## config.mk

```make
export PLATFORM = sky130hd
export DESIGN_NAME = store_key_detector
export DESIGN_NICKNAME = d
export VERILOG_FILES = /design/src/rtl/store_key_pkg.sv /design/src/rtl/store_key_datapath.sv /design/src/rtl/store_key_control.sv /design/src/rtl/store_key_detector.sv
export SDC_FILE = /design/constraint.sdc
export NUM_CORES = 1
export LEC_CHECK = 0
export ABC_AREA = 1
export CORE_MARGIN = 1
export CORE_UTILIZATION = 25
export CTS_CLUSTER_SIZE = 30
export DETAILED_ROUTE_END_ITERATION = 12
export DONT_BUFFER_PORTS = 1
export GPL_ROUTABILITY_DRIVEN = 0
export SLEW_MARGIN = 20
export SYNTH_ARGS = -nofsm -noshare
export SYNTH_HDL_FRONTEND = slang
export SYNTH_SLANG_ARGS = --single-unit
```

## constraint.sdc

```tcl
create_clock -name clk -period 2.6 [get_ports clk]
set_clock_uncertainty 0.2 [all_clocks]
set_input_delay 0.39 -clock clk [delete_from_list [all_inputs] [get_ports clk]]
set_output_delay 0.39 -clock clk [all_outputs]
set_load 0.005 [all_outputs]
```

## src/rtl/store_key_pkg.sv

```systemverilog
package store_key_pkg;
  localparam int KEY_W   = 13;
  localparam int KEY_LEN = 6;

  typedef enum logic [1:0] {PH_IDLE, PH_ERASE, PH_PROG} phase_t;

  typedef struct packed {
    logic loadErase;
    logic loadProg;
    logic tick;
  } timer_ctl_t;

  function automatic logic [KEY_W-1:0] keyAddr(input logic [2:0] idx);
    case (idx)
      3'd0:    keyAddr = 13'h0000;
      3'd1:    keyAddr = 13'h1555;
      3'd2:    keyAddr = 13'h0AAA;
      3'd3:    keyAddr = 13'h1FFF;
      3'd4:    keyAddr = 13'h10F0;
      default: keyAddr = 13'h0F0F;
    endcase
  endfunction
endpackage

```

## src/rtl/store_key_datapath.sv

```systemverilog
module store_key_datapath
  import store_key_pkg::*;
#(
  parameter int ADDR_W       = 13,
  parameter int ERASE_CYCLES = 16,
  parameter int PROG_CYCLES  = 24
) (
  input  logic              clk,
  input  logic              rstN,
  input  logic [ADDR_W-1:0] accAddr,
  input  logic [2:0]        stepIdx,
  input  timer_ctl_t        timerCtl,
  output logic              keyHit,
  output logic              firstHit,
  output logic              cntZero
);
  localparam int MAX_CYC = (ERASE_CYCLES > PROG_CYCLES) ? ERASE_CYCLES : PROG_CYCLES;
  localparam int CNT_W   = $clog2(MAX_CYC + 1);

  logic [CNT_W-1:0] phaseCnt;

  // Address compare against the expected key and the first key
  assign keyHit   = (accAddr == ADDR_W'(keyAddr(stepIdx)));
  assign firstHit = (accAddr == ADDR_W'(keyAddr(3'd0)));
  assign cntZero  = (phaseCnt == '0);

  always_ff @(posedge clk or negedge rstN) begin
    if (!rstN)                   phaseCnt <= '0;
    else if (timerCtl.loadErase) phaseCnt <= CNT_W'(ERASE_CYCLES - 1);
    else if (timerCtl.loadProg)  phaseCnt <= CNT_W'(PROG_CYCLES - 1);
    else if (timerCtl.tick)      phaseCnt <= phaseCnt - 1'b1;
  end

  AST_NO_LOAD_CLASH: assert property (@(posedge clk) disable iff (!rstN)
    !(timerCtl.loadErase && timerCtl.loadProg)) else $error("load clash");
  AST_TICK_NOT_ZERO: assert property (@(posedge clk) disable iff (!rstN)
    timerCtl.tick |-> !cntZero) else $error("counter underflow");
endmodule

```

## src/rtl/store_key_control.sv

```systemverilog
module store_key_control
  import store_key_pkg::*;
(
  input  logic       clk,
  input  logic       rstN,
  input  logic       accValid,
  input  logic       accWrite,
  input  logic       accCeCtl,
  input  logic       keyHit,
  input  logic       firstHit,
  input  logic       cntZero,
  output timer_ctl_t timerCtl,
  output logic [2:0] stepIdx,
  output logic       busy,
  output logic       inErase,
  output logic       inProg,
  output logic       doneNow
);
  phase_t phase, phaseNext;
  logic [2:0] stepNext;
  logic startReq;
  logic liveAcc;

  assign liveAcc  = accValid && (phase == PH_IDLE);
  assign startReq = liveAcc && !accWrite && accCeCtl && keyHit
                    && (stepIdx == 3'(KEY_LEN - 1));

  // Key sequence tracking
  always_comb begin
    stepNext = stepIdx;
    if (liveAcc) begin
      if (accWrite || !accCeCtl)  stepNext = 3'd0;
      else if (keyHit)            stepNext = startReq ? 3'd0 : stepIdx + 3'd1;
      else if (firstHit)          stepNext = 3'd1;
      else                        stepNext = 3'd0;
    end
  end

  // Store phase sequencing
  always_comb begin
    phaseNext = phase;
    timerCtl  = '0;
    case (phase)
      PH_IDLE: if (startReq) begin
        phaseNext = PH_ERASE;
        timerCtl.loadErase = 1'b1;
      end
      PH_ERASE: if (cntZero) begin
        phaseNext = PH_PROG;
        timerCtl.loadProg = 1'b1;
      end else timerCtl.tick = 1'b1;
      PH_PROG: if (cntZero) phaseNext = PH_IDLE;
               else timerCtl.tick = 1'b1;
      default: phaseNext = PH_IDLE;
    endcase
  end

  always_ff @(posedge clk or negedge rstN) begin
    if (!rstN) begin
      phase   <= PH_IDLE;
      stepIdx <= 3'd0;
    end else begin
      phase   <= phaseNext;
      stepIdx <= stepNext;
    end
  end

  assign busy    = (phase != PH_IDLE);
  assign inErase = (phase == PH_ERASE);
  assign inProg  = (phase == PH_PROG);
  assign doneNow = inProg && cntZero;

  AST_START_ERASE: assert property (@(posedge clk) disable iff (!rstN)
    (accValid && !accWrite && accCeCtl && keyHit && stepIdx == 3'd5 && !busy)
    |=> (busy && inErase)) else $error("store did not start");
  AST_WRITE_CLEARS: assert property (@(posedge clk) disable iff (!rstN)
    (accValid && accWrite && !busy) |=> (stepIdx == 3'd0)) else $error("write kept step");
  AST_NONCE_CLEARS: assert property (@(posedge clk) disable iff (!rstN)
    (accValid && !accCeCtl && !busy) |=> (stepIdx == 3'd0)) else $error("non-ce read kept step");
  AST_PHASE_EXCL: assert property (@(posedge clk) disable iff (!rstN)
    !(inErase && inProg)) else $error("phases overlap");
  AST_ERASE_TO_PROG: assert property (@(posedge clk) disable iff (!rstN)
    (inErase && cntZero) |=> inProg) else $error("erase not followed by program");
  AST_DONE_ENDS: assert property (@(posedge clk) disable iff (!rstN)
    doneNow |=> !busy) else $error("busy after done");
  AST_BUSY_HOLD: assert property (@(posedge clk) disable iff (!rstN)
    (busy && !doneNow) |=> busy) else $error("busy dropped early");
  AST_BUSY_FREEZE: assert property (@(posedge clk) disable iff (!rstN)
    busy |=> (stepIdx == 3'd0)) else $error("step moved while busy");
endmodule

```

## src/rtl/store_key_detector.sv

```systemverilog
module store_key_detector #(
  parameter int ADDR_W       = 13,
  parameter int ERASE_CYCLES = 16,
  parameter int PROG_CYCLES  = 24
) (
  input  logic              clk,
  input  logic              rstN,
  input  logic              accValid,
  input  logic              accWrite,
  input  logic              accCeCtl,
  input  logic [ADDR_W-1:0] accAddr,
  output logic              arrayRdStb,
  output logic              arrayWrStb,
  output logic              memDisable,
  output logic              storeBusy,
  output logic              erasePhase,
  output logic              programPhase,
  output logic              storeDone,
  output logic [2:0]        keyStep
);
  import store_key_pkg::*;

  timer_ctl_t timerCtl;
  logic keyHit, firstHit, cntZero;

  store_key_control u_ctrl (
    .clk(clk), .rstN(rstN), .accValid(accValid), .accWrite(accWrite),
    .accCeCtl(accCeCtl), .keyHit(keyHit), .firstHit(firstHit), .cntZero(cntZero),
    .timerCtl(timerCtl), .stepIdx(keyStep), .busy(storeBusy),
    .inErase(erasePhase), .inProg(programPhase), .doneNow(storeDone)
  );

  store_key_datapath #(
    .ADDR_W(ADDR_W), .ERASE_CYCLES(ERASE_CYCLES), .PROG_CYCLES(PROG_CYCLES)
  ) u_dp (
    .clk(clk), .rstN(rstN), .accAddr(accAddr), .stepIdx(keyStep),
    .timerCtl(timerCtl), .keyHit(keyHit), .firstHit(firstHit), .cntZero(cntZero)
  );

  // Array access gating
  assign memDisable = storeBusy;
  assign arrayRdStb = accValid && !accWrite && !memDisable;
  assign arrayWrStb = accValid &&  accWrite && !memDisable;

  AST_NO_ACCESS_BUSY: assert property (@(posedge clk) disable iff (!rstN)
    storeBusy |-> (!arrayRdStb && !arrayWrStb)) else $error("access while busy");
  AST_DISABLE_TRACKS: assert property (@(posedge clk) disable iff (!rstN)
    (erasePhase || programPhase) |-> memDisable) else $error("phase without disable");
endmodule

```

==> reports/qor.yml <==
worstSetupPathType: "flop to flop"
setup_viol: 0
grt_pass1_vias: 638
cts_tree: "yes"
num_vias: 778
dr.first_iter.drc_count: 26
p_leak_nw: 0.512
outcome: "finished clean"
drc: 0
max_slew_margin_pct: 69.0
rsz0062_at_grt: "no"
ioPinCount: 28
ir_drop_mv: 0.117
grt_use_total_pct: 9.71
overflow: 0
areaGrowthSynthToFinish_pct: 11.0
cts_inserted_buffers: 3
die_w_microns: 61.2
fin_crit_ns: 2.07
routed_via_density: 4.47
hp-class: "primary input to flop"
ys_ff_latch: 10
io_buffers: 0
drtPass1Iterations: 4
antenna_found_initial: 0
drv_cap: 0
syn-cell-area_sq_um: 876
hpwl_microns: 1420
syn_area_per_cell_sq_um: 7.06
fin_nets: 156
worst_slew_pin_slew_ns: 0.464
fmax_mhz: 483
netlist.area_leader.share_pct: 28.6
htreeDepth: 1
antenna_cells: 0
grt_max_degree: 11
cts_buffer_depth: 2
row_count: 21
clkTransAtPathRegs_ns: 0.07
critPathMaxFanout: 6
period_share_pct: 79.6
clk_latency_ns: 0.26
clock-sinks: 10
fin_ws_ns: 0.530
cts_root_buf: "clkbuf_4"
die_h_microns: 61.2
hold_viol_final: 0
slew_viol_final: 0
final_cell_mix: "38 x nand2_1, 14 x inv_1, 11 x nand3_1"
startpoint_type: "flop"
yosysTopAreaCell: "dfrtp_1"
fin_total_pwr_uw: 311
arrival_ns: 2.03
dieArea_sq_um: 3740
ys_warn_count: 0
worst_setup_path_end_kind: "flop"
synth_nets: 151
ys_types: 23
start_util_pct: 26.2
drive_gt1_share_pct: 14.8
antenna_left: 0
required_ns: 2.56
routedWlPerCell_microns: 9.33
fin_setup_tns_ns: 0
netlist_instances: 124
dp_slack_ns: 0.534
final_common_cell: "nand2_1"
wl_microns: 1620
coreArea_sq_um: 3340
synth-seq-area-share_pct: 28.6
yosys-top-cells-area: "dfrtp_1 29%, nand2_1 16%, ha_1 13%"
grt_pass1_wl_microns: 2620
p_per_area_nw_per_um2: 320
cell type report:
type	instances	area, sq um
tap	46	57.6
timing repair buffer	1	10.0
fill	377	2360
inverter	18	68.8
multi-input combinational	95	549
clock buffer	4	36.3
sequential	10	250
registers in the layout (all words and copies together), names as in the netlist:
name,cells
u_ctrl.stepIdx,3
u_dp.phaseCnt,5
u_ctrl.phase,2
synth_stat cells:
cell,n
nand4_4,1
a21oi_1,4
buf_4,1
o21ai_1,3
o21ai_2,3
nor2_2,1
dfrtp_1,10
nor2_4,1
ha_1,9
inv_1,14
nor2_1,10
nand2_1,38
clkinv_2,1
inv_2,3
nand2_2,3
nand4_1,2
xor2_1,2
nand3_1,11
nor4_1,2
nand3_2,1
or2_1,2
and2_4,1
o2111ai_1,1
worst max-delay path: stages (launching register included):
cell and delay [ns]:
dfrtp_1 0.46, ha_1 0.27, ha_1 0.19, a21oi_1 0.16, nand2_1 0.07, nand2_1 0.07, nand2_2 0.06, nor2_4 0.13
nand4_4 0.12, nand2_2 0.10, nand2_2 0.05, nand2_1 0.06, nand2_1 0.04
power breakdown:
part | internal (mW) | total [mW] | switching (mW)
clock | 0.0849 | 0.138 | 0.0527
sequential | 0.155 | 0.155 | 0.00000330
combinational | 0.00567 | 0.0177 | 0.0120
cell families after synthesis:
logic type | after synthesis | synth area share [%]
AND/OR/NAND/NOR | 73 | 39.9
buffers and inverters | 19 | 8.71
AO/OA/AOI/OAI | 11 | 8.00
flip-flops | 10 | 28.6
adder cells (fa/ha/maj) | 9 | 12.9
XOR/XNOR | 2 | 2.00
per-layer routing:
layer  vias to the layer above  share of wire (%)  track usage (%)  wire length (microns)
li1                        410                  -                -                      -
met1                       340                 47             12.4                    764
met2                        24                 44             13.8                    708
met3                         4                7.4             3.15                    120
met4                         0                1.8             6.82                     30
met5                         -                  0                0                      0
through the flow:
step                      cells  hold slack [ns]  util (%)  cell area, sq um
after floorplan             124           -0.106         -               876
after global placement      169           -0.105      27.7               926
after detailed placement    169           -0.105      27.7               926
after CTS                   174            0.236      29.1               972
after global routing        174            0.266      29.1               972
final                       174            0.236      29.1               972
path summary, 6_finish.rpt:
| path | endpoint | cells after the start | slack (ns) | from |
|---|---|---|---|---|
| worst max-delay path | u_ctrl.phase[1]$_DFFE_PN0P_ | 12 | 0.53 | u_ctrl.stepIdx[0]$_DFFE_PN0P_ |
| worst min-delay path | u_ctrl.stepIdx[0]$_DFFE_PN0P_ | 3 | 0.24 | accValid |
| worst max register to register | u_ctrl.phase[1]$_DFFE_PN0P_ | 12 | 0.53 | u_ctrl.stepIdx[0]$_DFFE_PN0P_ |
| worst min register to register | u_ctrl.phase[0]$_DFFE_PN0P_ | 2 | 0.31 | u_ctrl.phase[0]$_DFFE_PN0P_ |
| max in group asynchronous | u_ctrl.stepIdx[1]$_DFFE_PN0P_ | 1 | 1.56 | rstN |
| min in group asynchronous | u_dp.phaseCnt[4]$_DFFE_PN0P_ | 1 | 0.31 | rstN |
timing repair:
item,4_1_cts,5_1_grt
setup endpoints to repair,0,0
hold buffers,1,0
endpoints found under the hold margin,10,0
buffers inserted,0,0
resized for setup,0,0
(Power assumes the default switching activity.)
